**config.mk**
```make
export PLATFORM = sky130hd
export DESIGN_NAME = cfi_check_unit
export DESIGN_NICKNAME = d
export VERILOG_FILES = /design/src/rtl/cfi_pkg.sv /design/src/rtl/cfi_align_chk.sv /design/src/rtl/cfi_range_chk.sv /design/src/rtl/cfi_target_gen.sv /design/src/rtl/cfi_check_unit.sv
export SDC_FILE = /design/constraint.sdc
export NUM_CORES = 1
export LEC_CHECK = 0
export CAP_MARGIN = 20
export CORE_ASPECT_RATIO = 1.4
export CORE_MARGIN = 2
export CORE_UTILIZATION = 40
export DETAILED_ROUTE_END_ITERATION = 8
export HOLD_SLACK_MARGIN = 0.02
export SLEW_MARGIN = 10
export SYNTH_ARGS = -nofsm -noshare
export SYNTH_HDL_FRONTEND = slang
export SYNTH_SLANG_ARGS = --single-unit
```
**constraint.sdc**
```tcl
create_clock -name clk -period 2.1 [get_ports clk]
set_clock_uncertainty 0.1 [all_clocks]
set_input_delay 0.525 -clock clk [delete_from_list [all_inputs] [get_ports clk]]
set_output_delay 0.525 -clock clk [all_outputs]
set_load 0.02 [all_outputs]
```
**src/rtl/cfi_pkg.sv**
```systemverilog
package cfi_pkg;
    typedef enum logic [1:0] {
        VERDICT_PASS  = 2'd0,
        VERDICT_TRAP  = 2'd1,
        VERDICT_REDIR = 2'd2
    } cfi_verdict_t;

    typedef struct packed {
        logic valid;
        logic pass;
        logic trap;
        logic redir;
    } cfi_flags_t;
endpackage

```
**src/rtl/cfi_align_chk.sv**
```systemverilog
module cfi_align_chk #(
    parameter int ADDR_W = 64,
    parameter int EXP_W  = 4
) (
    input  logic [ADDR_W-1:0] ptr,
    input  logic [EXP_W-1:0]  exp_sel,
    output logic              misaligned
);
    logic [ADDR_W-1:0] low_mask;

    always_comb begin
        low_mask   = (ADDR_W'(1) << exp_sel) - ADDR_W'(1);
        misaligned = |(ptr & low_mask);
    end
endmodule

```
**src/rtl/cfi_range_chk.sv**
```systemverilog
module cfi_range_chk #(
    parameter int ADDR_W = 64,
    parameter int EXP_W  = 4,
    parameter int SIZE_W = 20,
    parameter int OFF_W  = 28
) (
    input  logic [ADDR_W-1:0] ptr,
    input  logic [ADDR_W-1:0] pc,
    input  logic [OFF_W-1:0]  base_off,
    input  logic [SIZE_W-1:0] size,
    input  logic [EXP_W-1:0]  exp_sel,
    output logic              out_of_range
);
    localparam int WIDE_W = ADDR_W + 1;

    logic [ADDR_W-1:0] win_lo;
    logic [WIDE_W-1:0] span;
    logic [WIDE_W-1:0] win_hi;
    logic              below, above;

    always_comb begin
        win_lo       = pc + {{(ADDR_W-OFF_W){base_off[OFF_W-1]}}, base_off};
        span         = WIDE_W'(size) << exp_sel;
        win_hi       = {1'b0, win_lo} + span;
        below        = ptr < win_lo;
        above        = {1'b0, ptr} >= win_hi;
        out_of_range = below || above;
    end
endmodule

```
**src/rtl/cfi_target_gen.sv**
```systemverilog
module cfi_target_gen #(
    parameter int ADDR_W = 64,
    parameter int OFF_W  = 28
) (
    input  logic [ADDR_W-1:0] pc,
    input  logic [OFF_W-1:0]  fail_off,
    output logic              has_target,
    output logic [ADDR_W-1:0] target
);
    always_comb begin
        has_target = |fail_off;
        target     = pc + {{(ADDR_W-OFF_W){fail_off[OFF_W-1]}}, fail_off};
    end
endmodule

```
**src/rtl/cfi_check_unit.sv**
```systemverilog
module cfi_check_unit
    import cfi_pkg::*;
#(
    parameter int ADDR_W  = 64,
    parameter int EXP_W   = 4,
    parameter int SIZE_W  = 20,
    parameter int OFF_W   = 28,
    parameter bit COMPACT = 1'b0
) (
    input  logic              clk,
    input  logic              rst_n,
    input  logic              in_valid,
    output logic              in_ready,
    input  logic [ADDR_W-1:0] in_ptr,
    input  logic [ADDR_W-1:0] in_pc,
    input  logic [EXP_W-1:0]  in_exp,
    input  logic [SIZE_W-1:0] in_size,
    input  logic [OFF_W-1:0]  in_base_off,
    input  logic [OFF_W-1:0]  in_fail_off,
    output logic              out_valid,
    input  logic              out_ready,
    output logic              out_pass,
    output logic              out_trap,
    output logic              out_redirect_valid,
    output logic [ADDR_W-1:0] out_redirect_pc
);
    logic              misaligned, out_of_range, has_target;
    logic [ADDR_W-1:0] target;
    cfi_verdict_t      verdict;
    cfi_flags_t        flags_d, flags_q;
    logic [ADDR_W-1:0] rpc_d, rpc_q;
    logic              accept;

    cfi_align_chk #(.ADDR_W(ADDR_W), .EXP_W(EXP_W)) u_align (
        .ptr(in_ptr), .exp_sel(in_exp), .misaligned(misaligned)
    );

    cfi_range_chk #(.ADDR_W(ADDR_W), .EXP_W(EXP_W), .SIZE_W(SIZE_W), .OFF_W(OFF_W)) u_range (
        .ptr(in_ptr), .pc(in_pc), .base_off(in_base_off), .size(in_size),
        .exp_sel(in_exp), .out_of_range(out_of_range)
    );

    generate
        if (COMPACT) begin : g_compact
            assign has_target = 1'b0;
            assign target     = '0;
        end else begin : g_full
            cfi_target_gen #(.ADDR_W(ADDR_W), .OFF_W(OFF_W)) u_target (
                .pc(in_pc), .fail_off(in_fail_off),
                .has_target(has_target), .target(target)
            );
        end
    endgenerate

    assign in_ready = !flags_q.valid || out_ready;
    assign accept   = in_valid && in_ready;

    always_comb begin
        if (!(misaligned || out_of_range)) verdict = VERDICT_PASS;
        else if (has_target)               verdict = VERDICT_REDIR;
        else                               verdict = VERDICT_TRAP;

        flags_d = flags_q;
        rpc_d   = rpc_q;
        if (accept) begin
            flags_d.valid = 1'b1;
            flags_d.pass  = (verdict == VERDICT_PASS);
            flags_d.trap  = (verdict == VERDICT_TRAP);
            flags_d.redir = (verdict == VERDICT_REDIR);
            rpc_d         = (verdict == VERDICT_REDIR) ? target : '0;
        end else if (flags_q.valid && out_ready) begin
            flags_d = '0;
            rpc_d   = '0;
        end
    end

    always_ff @(posedge clk or negedge rst_n) begin
        if (!rst_n) begin
            flags_q <= '0;
            rpc_q   <= '0;
        end else begin
            flags_q <= flags_d;
            rpc_q   <= rpc_d;
        end
    end

    assign out_valid          = flags_q.valid;
    assign out_pass           = flags_q.pass;
    assign out_trap           = flags_q.trap;
    assign out_redirect_valid = flags_q.redir;
    assign out_redirect_pc    = rpc_q;

    p_accept_r1: assert property (@(posedge clk) disable iff (!rst_n)
        (in_valid && in_ready) |=> out_valid);

    p_hold_r2: assert property (@(posedge clk) disable iff (!rst_n)
        (out_valid && !out_ready) |=> (out_valid && $stable(out_pass) && $stable(out_trap)
                                       && $stable(out_redirect_valid) && $stable(out_redirect_pc)));

    p_one_verdict_r10: assert property (@(posedge clk) disable iff (!rst_n)
        out_valid |-> ($countones({out_pass, out_trap, out_redirect_valid}) == 1));

    p_idle_quiet_r10: assert property (@(posedge clk) disable iff (!rst_n)
        !out_valid |-> !(out_pass || out_trap || out_redirect_valid));

    p_no_redirect_r11: assert property (@(posedge clk) disable iff (!rst_n)
        (COMPACT && out_valid) |-> !out_redirect_valid);
endmodule

```
==> key figures, run 1 <==
Drt
  • 1st-pass router iterations: 5
  • ANT nets after route: 0
  • DRC viols: 0
  • Starting DRT DRC Count: 1034
  • DR WL/cell: between 20 and 25 µm
  • DR vias: 23.1k
  • Total detailed-routing wirelength: ~83 mm
  • Via density: 5.61

STA
  • Tmin final: 6.99 ns
  • Hold Vio Cnt, Final: 0
  • Hold WS: 0.0202 ns
  • Final Cycle Share: 333%
  • Final critical-path setup slack: -4.89 ns
  • Slew @ Worst Pin: between 0.8 and 0.9 ns
  • Final Setup Violations: 67
  • Pins Over Slew Limit: 0
  • Relative slew slack: 40.6%
  • Max Fclk: between 0.1 and 0.15 GHz
  • Sum Neg Setup Slack: -319.76 ns
  • RSZ-0062 raised after global routing: yes

Pwr
  • Total power: 16.6 mW
  • Leakage Power: 14.4 nW
  • Cell Pwr Density: about 560 nW/µm²
  • Max VDD drop: roughly 0.00055 V

Clock network
  • Worst-skew pair later-pin latency: 0.37 ns
  • H-tree depth: 3
  • CTS tree: built
  • Longest Clk Path Bufs: 2
  • TritonCTS buffer count: 9
  • # hold bufs at CTS: 0
  • Clk sink count: just under 70
  • Reg clk slew, reported paths: 0.07 ns
  • Clock Tree Root: clkbuf_16

Logic synthesis
  • Synth Register Bits: 68
  • Cell Area, Synth: about 17000 µm²
  • Post-synth top area cell: ha_1
  • Top-count cell post-synth: ha_1
  • Synth async-reset ratio: 100%
  • Post-synthesis net count: 2815
  • Syn Inst Count: between 2k and 2.5k
  • Ranking of synthesized cells by area: ha_1, dfrtp_1, a21oi_1
  • Dominant synthesized flop cell: dfrtp_1
  • Netlist cell types: between 90 and 100
  • Top post-synthesis cells by count: ha_1, nand2_1, a21oi_1
  • Synthesized area per cell: between 7 and 8 µm²
  • Warnings, synthesis: 0
  • Register area share after synthesis: approximately a tenth
  • Top-area cell type share of the netlist area: approximately a fifth
  • Number of flops mapped to enable cells by yosys: 0

Setup path
  • CP max stage delay: between 0.4 and 0.5 ns
  • Critical Path Slowest Stage Cell: mux4_2
  • Critical path's most frequent cell: a21oi_2
  • Crit Path Max Fanout: 6
  • CP startpoint kind: input port
  • WS Path Type: input port to flop
  • CP endpoint kind: flop
  • Crit path DAT: 7.18 ns
  • Worst EP required: about 2.3 ns
  • R2R depth: 9

Global routing
  • Initial antenna violation count: 3
  • Congestion Overflow GR: 0
  • First-pass GRT wire length: between 100 and 150 mm
  • Vias in the first global route: around 24k
  • Total GRT Usage: 36.7%
  • Pin count of the biggest net entering global routing: 67

Place
  • Placed Instances: about 4.0k
  • Port Buf Inserts: 280
  • Detailed-placement wirelength estimate: ~69 mm
  • Final GP Congestion: between 1 and 1.5

Final layout
  • Area growth syn-to-layout: 73.9%
  • Storage element area: around 1700 µm²
  • # nets final: around 4.1k
  • Fill count: 3571
  • Multi-input logic area: approximately 16000 µm²
  • Non-filler instance count after layout: about 4k
  • Fraction of layout cells with a size suffix above 1: 37.4%

Floorplanning
  • Core area: approximately 42000 µm²
  • Chip Width: between 150 and 200 µm
  • Die footprint: roughly 44000 µm²
  • Standard-cell rows: 89
  • Initial core utilization: around two fifths
  • # IOs: roughly 280
  • Die Ht: 248 µm

Min path
  • Worst Hold Class: input port to async pin

Outcome
  • Run status: finished, violations left
  • Failing checks: negative setup slack

Flow run
  • Max cap viols: 0
==> timing repair <==
item                                    4_1_cts  5_1_grt
endpoints found under the setup margin       68       69
pin swaps                                   126       62
cloned                                        8        0
gates resized for setup                     308       60
buffers inserted                             51       15
==> final cells by class <==
| type | count | area share, % |
|---|---|---|
| tap | 546 | 2.30 |
| clock inverter | 6 | 0.379 |
| clock buffer | 9 | 0.759 |
| timing repair buffer | 1303 | 36.4 |
| multi-input combinational | 2071 | 53.1 |
| inverter | 103 | 1.30 |
| sequential | 68 | 5.73 |
| antenna | 3 | 0.0253 |
==> kinds of logic after synthesis <==
kind of cell | count (synthesis) | share of synthesized area (%)
xor gates and xnor gates | 168 | 8.62
adders and majority gates | 288 | 21.2
muxes | 37 | 2.67
and+or+nand+nor | 737 | 21.1
DFF | 68 | 9.97
AOI/OAI and AO/OA | 841 | 32.1
buffers and inverters | 179 | 4.38
==> flip-flops by register name (all words and copies together) (netlist names) <==
name / cells
out_trap: 1
out_redirect_pc: 64
out_redirect_valid: 1
out_pass: 1
out_valid: 1
==> report_power, final <==
part | total (mW) | internal, mW | switching (mW)
sequential | 1.70 | 1.55 | 0.150
clock | 1.87 | 1.16 | 0.708
combinational | 13.0 | 6.56 | 6.47
==> routing by layer <==
metal / track usage (%) / wire length (µm) / share of wire, % / vias up
li1: - / - / - / 11200
met1: 36.2 / 29700 / 36 / 10900
met2: 68.0 / 41900 / 51 / 692
met3: 5.66 / 3670 / 4.4 / 320
met4: 28.8 / 7290 / 8.8 / 0
met5: 0 / 0 / 0 / -
==> layout by cell type, fill, tap and decap left out, drive strengths merged, types with 17 or more instances in the layout <==
cell type	netlist	layout
o21bai	29	29
a31oi	23	23
o21ai	207	207
o31ai	25	25
nor2	145	145
nand2	250	250
ha	282	282
nand3	48	48
o211ai	33	33
and3	23	23
o2111ai	17	17
o21a	26	26
a21o	105	105
inv	103	104
mux2i	23	23
and2	25	25
xnor2	105	105
nor4	26	26
xor2	63	63
or2	20	20
buf	29	1036
nor3	48	48
dfrtp	68	68
a21oi	238	238
nand2b	35	35
a211oi	32	32
clkdlybuf4s50	0	240
nand4	60	60
nor2b	18	18
==> metrics by stage <==
step | worst slack [ns] | instance area, µm² | utilization [%]
final | -4.89 | 29700 | 70.5
after global routing | -5.23 | 29700 | 70.5
after CTS | -4.77 | 29400 | 69.7
after detailed placement | -5.84 | 27600 | 65.7
after global placement | -5.68 | 27600 | 65.7
after floorplan | -4.36 | 17300 | -
==> final timing paths <==
| check | start | endpoint | slack (ns) |
|---|---|---|---|
| worst max-delay path | in_size[8] | out_redirect_pc[50] | -4.89 |
| worst min-delay path | rst_n | out_valid | 0.02 |
| worst max register to register | out_valid | out_redirect_pc[50] | 0.11 |
| worst min register to register | out_redirect_pc[34] | out_redirect_pc[34] | 0.37 |
| max in group asynchronous | rst_n | out_redirect_pc[47] | 1.27 |
| min in group clk | out_redirect_pc[34] | out_redirect_pc[34] | 0.37 |
==> worst max-delay path, delay by kind of cell <==
kind	cells	cell delay, ns
AO/OA/AOI/OAI	13	2.30
multiplexers	3	1.02
adder cells (fa/ha/maj)	2	0.61
buffers and inverters	8	1.39
AND/OR/NAND/NOR	6	1.15
XOR/XNOR	1	0.14
(Power assumes the default switching activity.)
==> run 2: changes to the inputs <==
--- a/config.mk
+++ b/config.mk
@@ -12,2 +12,3 @@
 export DETAILED_ROUTE_END_ITERATION = 8
+export GPL_ROUTABILITY_DRIVEN = 0
 export HOLD_SLACK_MARGIN = 0.02
--- a/constraint.sdc
+++ b/constraint.sdc
@@ -4,2 +4,2 @@
 set_output_delay 0.525 -clock clk [all_outputs]
-set_load 0.02 [all_outputs]
+set_load 0.005 [all_outputs]
==> run 2 against run 1 <==
Effect of this change: the run still ends with negative setup slack left; final cell count shrank 0.41%; via count grew 1.9%; wire length shrank 2.2%; flip-flop and latch count is the same; critical path depth shrank 1; design area grew 0.44%; clock power shrank 6%; critical path type unchanged; largest cell class unchanged.
==> key figures, run 2 (synthesized netlist as in run 1, its figures left out) <==
Setup path
  • CP max stage delay: 0.52 ns
  • R2R depth: 8
  • WP buf/inv: 7
  • Stages on the worst setup path: 32
  • WS Path Type: input port to flop
  • Critical path's most frequent cell: buf_4
  • Delay-heaviest family, CP: compound AO/OA/AOI/OAI gates
  • Crit Path Max Fanout: 4
  • CP endpoint kind: flop
  • Critical Path Slowest Stage Cell: mux4_2
  • Worst EP required: roughly 2.3 ns
  • CP startpoint kind: input port
  • Crit path DAT: ~7 ns

Clock network
  • H-tree depth: 3
  • TritonCTS buffer count: 9
  • Worst-skew pair later-pin latency: ~0.37 ns
  • Longest Clk Path Bufs: 2
  • Clock Tree Root: clkbuf_16
  • Clk sink count: ~70
  • Reg clk slew, reported paths: about 0.070 ns
  • CTS tree: built

Place
  • DP Worst Slack: -5.70 ns
  • Detailed-placement wirelength estimate: approximately 65 mm
  • Port Buf Inserts: 280
  • Dpl cell area: roughly 27000 µm²

Global routing
  • M3 GR Usage: around 5.3%
  • First-pass GRT wire length: around 120 mm
  • Congestion Overflow GR: 0
  • Initial antenna violation count: 9
  • Pin count of the biggest net entering global routing: between 60 and 70
  • Vias in the first global route: roughly 25k
  • Total GRT Usage: a little over a third
  • Routing usage on met2: 64.5%
  • Global routing met1 resource utilization: roughly a third
  • Global routing's busiest layer: met2

Final layout
  • Multi-input logic area: around 16000 µm²
  • Fill count: between 3k and 4k
  • Most frequent cells in the layout: buf_4, ha_1, nand2_1
  • Commonest non-fill, non-tap cell in the layout: buf_4
  • Storage element area: between 1500 and 2000 µm²
  • Fraction of layout cells with a size suffix above 1: about two fifths
  • Final instance area: about 30000 µm²
  • # nets final: roughly 4.0k
  • Max FFs per register: 64
  • Area growth syn-to-layout: 74.7%

Min path
  • Hold Path Depth: 2
  • Worst Hold Class: flop to flop

STA
  • Hold WS: roughly 0.39 ns
  • Final critical-path setup slack: -4.83 ns
  • Sum Neg Setup Slack: -317.28 ns
  • Max Fclk: approximately 0.14 GHz
  • Slew @ Worst Pin: a little over 0.8 ns
  • Hold Vio Cnt, Final: 0
  • RSZ-0062 raised after global routing: yes
  • Final Setup Violations: 67
  • Final Cycle Share: 330%
  • Pins Over Slew Limit: 0
  • Relative slew slack: between 40 and 50%
  • Tmin final: between 6 and 7 ns

Floorplanning
  • Chip Width: about 180 µm
  • Die Ht: 248 µm
  • Die footprint: between 40000 and 50000 µm²
  • # IOs: 281
  • Standard-cell rows: ~90
  • Initial core utilization: between 40% and 50%
  • Core area: 42100 µm²

Pwr
  • Leakage Power: ~14 nW
  • Max VDD drop: 0.000567 V
  • Cell Pwr Density: approximately 550 nW/µm²
  • Total power: approximately 17 mW

Drt
  • DR WL/cell: ~20 µm
  • Via density: 5.74
  • 1st-pass router iterations: 6
  • Total detailed-routing wirelength: a little over 80 mm
  • DR vias: 23.5k
  • ANT nets after route: 0
  • DRC viols: 0
  • Starting DRT DRC Count: around 1.1k

Outcome
  • Run status: finished, violations left
  • Failing checks: negative setup slack

Flow run
  • Max cap viols: 0
run 2: cell types whose count changed in the layout (fill, tap and decap cells not counted), moves of 6 or more:
cell and change:
diode_2 +6, a21oi_1 -17, buf_4 -26, clkdlybuf4s50_1 -8, a21oi_2 +16, ha_1 -11
buf_12 -6, dlygate4sd2_1 +10, buf_6 +8, ha_4 +8
run 2: worst min-delay path: stages (launching register included):
cell,delay (ns)
dfrtp_1,0.35
nand2_1,0.06
o21ai_2,0.05
run 2: layout make-up:
class / instances / share of cell area (%)
timing repair buffer: 1280 / 35.4
antenna: 9 / 0.0756
clock inverter: 6 / 0.298
inverter: 103 / 1.30
clock buffer: 9 / 0.756
sequential: 68 / 5.71
multi-input combinational: 2071 / 54.2
tap: 546 / 2.29
run 2: routing by layer:
metal	wire length [µm]	part of all wire, %
met4	7920	9.8
met1	28300	35
met5	13	0.016
met3	4320	5.3
met2	40200	50
run 2: where the power goes:
part / internal, mW / switching [mW]
sequential: 1.55 / 0.153
clock: 1.04 / 0.714
combinational: 6.70 / 6.38
total: 9.28 / 7.25
run 2: per-stage QoR:
step	utilization [%]	std cells
after floorplan	-	2318
after global placement	65.2	3996
after detailed placement	65.2	3996
after CTS	68.9	4062
after global routing	70.8	4091
final	70.8	4092
run 2: worst paths after layout:
kind	startpoint	to	slack, ns
min	out_redirect_pc[9]	out_redirect_pc[9]	0.39
min in group asynchronous	rst_n	out_redirect_pc[37]	0.55
max in group asynchronous	rst_n	out_redirect_pc[26]	0.81
max reg2reg	out_valid	out_redirect_pc[41]	0.19
min reg2reg	out_redirect_pc[9]	out_redirect_pc[9]	0.39
max	in_size[3]	out_redirect_pc[41]	-4.83
run 2: repair_timing:
| action | in CTS | in global routing |
|---|---|---|
| hold buffers | 1 | 0 |
| setup buffers | 48 | 19 |
| endpoints found under the setup margin | 68 | 68 |
| cloned | 3 | 3 |
| endpoints found under the hold margin | 14 | 0 |
| resized for setup | 306 | 150 |
| pin swaps | 73 | 92 |
==> run 3: changes to the inputs <==
CELL_PAD_IN_SITES_DETAIL_PLACEMENT = 0   (was default)
CELL_PAD_IN_SITES_GLOBAL_PLACEMENT = 1   (was default)
CTS_BUF_LIST = sky130_fd_sc_hd__clkbuf_2   (was default)
PLACE_DENSITY_LB_ADDON = 0.1   (was default)
SLEW_MARGIN = default   (was 10)
==> run 3 against run 2 <==
Effect of this change: critical path depth rose by 1; flip-flop and latch count did not move; maximum frequency rose by 4.4%; sequential share of layout area barely moved; the flow still finishes with violations (negative setup slack); final cell count rose by 0.95%; power fell by 8.0%; critical endpoint is now out_redirect_pc[39]; clock power fell by 47%; setup slack improved by 0.29 ns; largest cell class unchanged.
==> key figures, run 3 (synthesized netlist as in run 1, its figures left out) <==
Setup path
  • CP max stage delay: approximately 0.54 ns
  • CP endpoint kind: flop
  • Worst EP required: ~2.6 ns
  • CP startpoint kind: input port
  • Crit path DAT: 7.08 ns
  • Delay-heaviest family, CP: compound AO/OA/AOI/OAI gates
  • Crit Path Max Fanout: 6
  • WS Path Type: input port to flop
  • Critical Path Slowest Stage Cell: clkdlybuf4s50_1
  • Reg2reg setup slack: ~0.13 ns
  • Critical path's most frequent cell: o211ai_1
  • WP buf/inv: 5

Final layout
  • Commonest non-fill, non-tap cell in the layout: buf_4
  • Non-filler instance count after layout: 4131
  • # nets final: a little over 4k
  • Most frequent cells in the layout: buf_4, ha_1, nand2_1
  • Max FFs per register: 64
  • Multi-input logic area: 15900 µm²
  • Fraction of layout cells with a size suffix above 1: a little under two fifths
  • Fill count: around 3.5k
  • Storage element area: approximately 1700 µm²
  • Area growth syn-to-layout: 73.6%

Floorplanning
  • Initial core utilization: 40.5%
  • Standard-cell rows: slightly below 90
  • Die Ht: between 200 and 250 µm
  • Die footprint: approximately 44000 µm²
  • # IOs: ~280
  • Core area: approximately 42000 µm²
  • Chip Width: between 150 and 200 µm

STA
  • Final critical-path setup slack: -4.54 ns
  • Hold WS: 0.238 ns
  • Relative slew slack: between 40 and 50%
  • Slew @ Worst Pin: slightly above 0.8 ns
  • RSZ-0062 raised after global routing: yes
  • Hold Vio Cnt, Final: 0
  • Max Fclk: 0.151 GHz
  • Tmin final: between 6 and 7 ns
  • Pins Over Slew Limit: 0
  • Final Cycle Share: 316%
  • Final Setup Violations: between 60 and 70

Place
  • Port Buf Inserts: 280
  • Detailed-placement wirelength estimate: 62.6 mm
  • DP Worst Slack: -5.68 ns
  • Placed Instances: approximately 4.0k

Clock network
  • Reg clk slew, reported paths: ~0.30 ns
  • CTS tree: built
  • Clock Tree Root: clkbuf_2
  • Clk sink count: about 70
  • Worst-skew pair later-pin latency: 0.64 ns
  • Longest Clk Path Bufs: 2
  • H-tree depth: 3
  • TritonCTS buffer count: 9

Drt
  • Starting DRT DRC Count: between 1k and 1.5k
  • ANT nets after route: 0
  • DRC viols: 0
  • DR vias: 23.3k
  • DR WL/cell: approximately 19 µm
  • Via density: approximately 5.6
  • Total detailed-routing wirelength: approximately 77 mm
  • 1st-pass router iterations: 6

Outcome
  • Failing checks: negative setup slack
  • Run status: finished, violations left

Global routing
  • Congestion Overflow GR: 0
  • Initial antenna violation count: 7
  • First-pass GRT wire length: about 120 mm
  • Pin count of the biggest net entering global routing: 52
  • Vias in the first global route: 23.7k
  • Total GRT Usage: roughly a third

Flow run
  • Max cap viols: 0

Min path
  • Worst Hold Class: input port to async pin

Pwr
  • Leakage Power: approximately 15 nW
  • Max VDD drop: roughly 0.00046 V
  • Cell Pwr Density: between 500 and 600 nW/µm²
## run 3: changes by cell type in the layout (fill, tap and decap cells not counted), moves of 4 or more
cell             before   now
clkdlybuf4s50_1     232   178
dlygate4sd2_1        25    73
buf_4               964  1006
clkbuf_2              3    15
o21ai_0             121   132
clkbuf_16            12     2
o21ai_2              64    56
a21oi_2              39    32
a21oi_1             193   199
buf_2                11     7
dlymetal6s2s_1        0     4
## run 3: what timing repair did
item,4_1_cts,5_1_grt
resized for setup,323,119
hold buffers,1,0
pin swaps,88,105
gates cloned,4,3
endpoints found under the setup margin,136,69
setup buffers,60,21
endpoints found under the hold margin,68,0
## run 3: stage by stage
step	TNS, ns	total power [mW]	utilization, %	area [µm²]
floorplan	-288.68	7.33	-	17300
global placement	-362.94	12.7	65.6	27600
finish	-295.98	15.2	70.4	29600
CTS	-288.28	14.6	68.9	29000
detailed placement	-373.40	13.1	65.6	27600
global route	-313.69	16.3	70.4	29600
## run 3: routing by layer
metal | wire length (µm) | share of wire [%] | global-route usage, %
met3 | 3930 | 5.1 | 3.72
met2 | 37600 | 49 | 59.8
met5 | 0 | 0 | 0
met4 | 5750 | 7.4 | 21.5
met1 | 29900 | 39 | 37.3
## run 3: area by class of cell
class	count	area share, %
clock buffers	9	0.152
multi-input cells	2071	53.8
repair buffers	1320	36.4
well taps	546	2.31
flip-flops and latches	68	5.75
diodes	7	0.0591
inverters	103	1.31
clock inverters	7	0.258
## run 3: worst paths after layout
check | from | end | cells after the start
max reg2reg | out_valid | out_redirect_pc[39] | 9
min | rst_n | out_redirect_pc[36] | 3
max in group asynchronous | rst_n | out_redirect_pc[48] | 3
min in group clk | in_pc[0] | out_redirect_pc[0] | 4
min reg2reg | out_redirect_pc[56] | out_redirect_pc[56] | 2
max | in_pc[11] | out_redirect_pc[39] | 33
## run 3: report_power, final
group	switching [mW]	leakage [nW]	total (mW)	internal (mW)
Combinational	6.08	13.7	12.6	6.50
Sequential	0.147	0.863	1.69	1.55
Clock	0.652	0.0685	0.933	0.281
Total	6.87	14.6	15.2	8.33
## run 3: worst reg2reg max path: cells and delay by family, from the launching register on
family                 cells  cell delay [ns]
buffers and inverters      4             0.62
flip-flops                 1             0.45
AND/OR/NAND/NOR            3             0.44
AO/OA/AOI/OAI              2             0.27
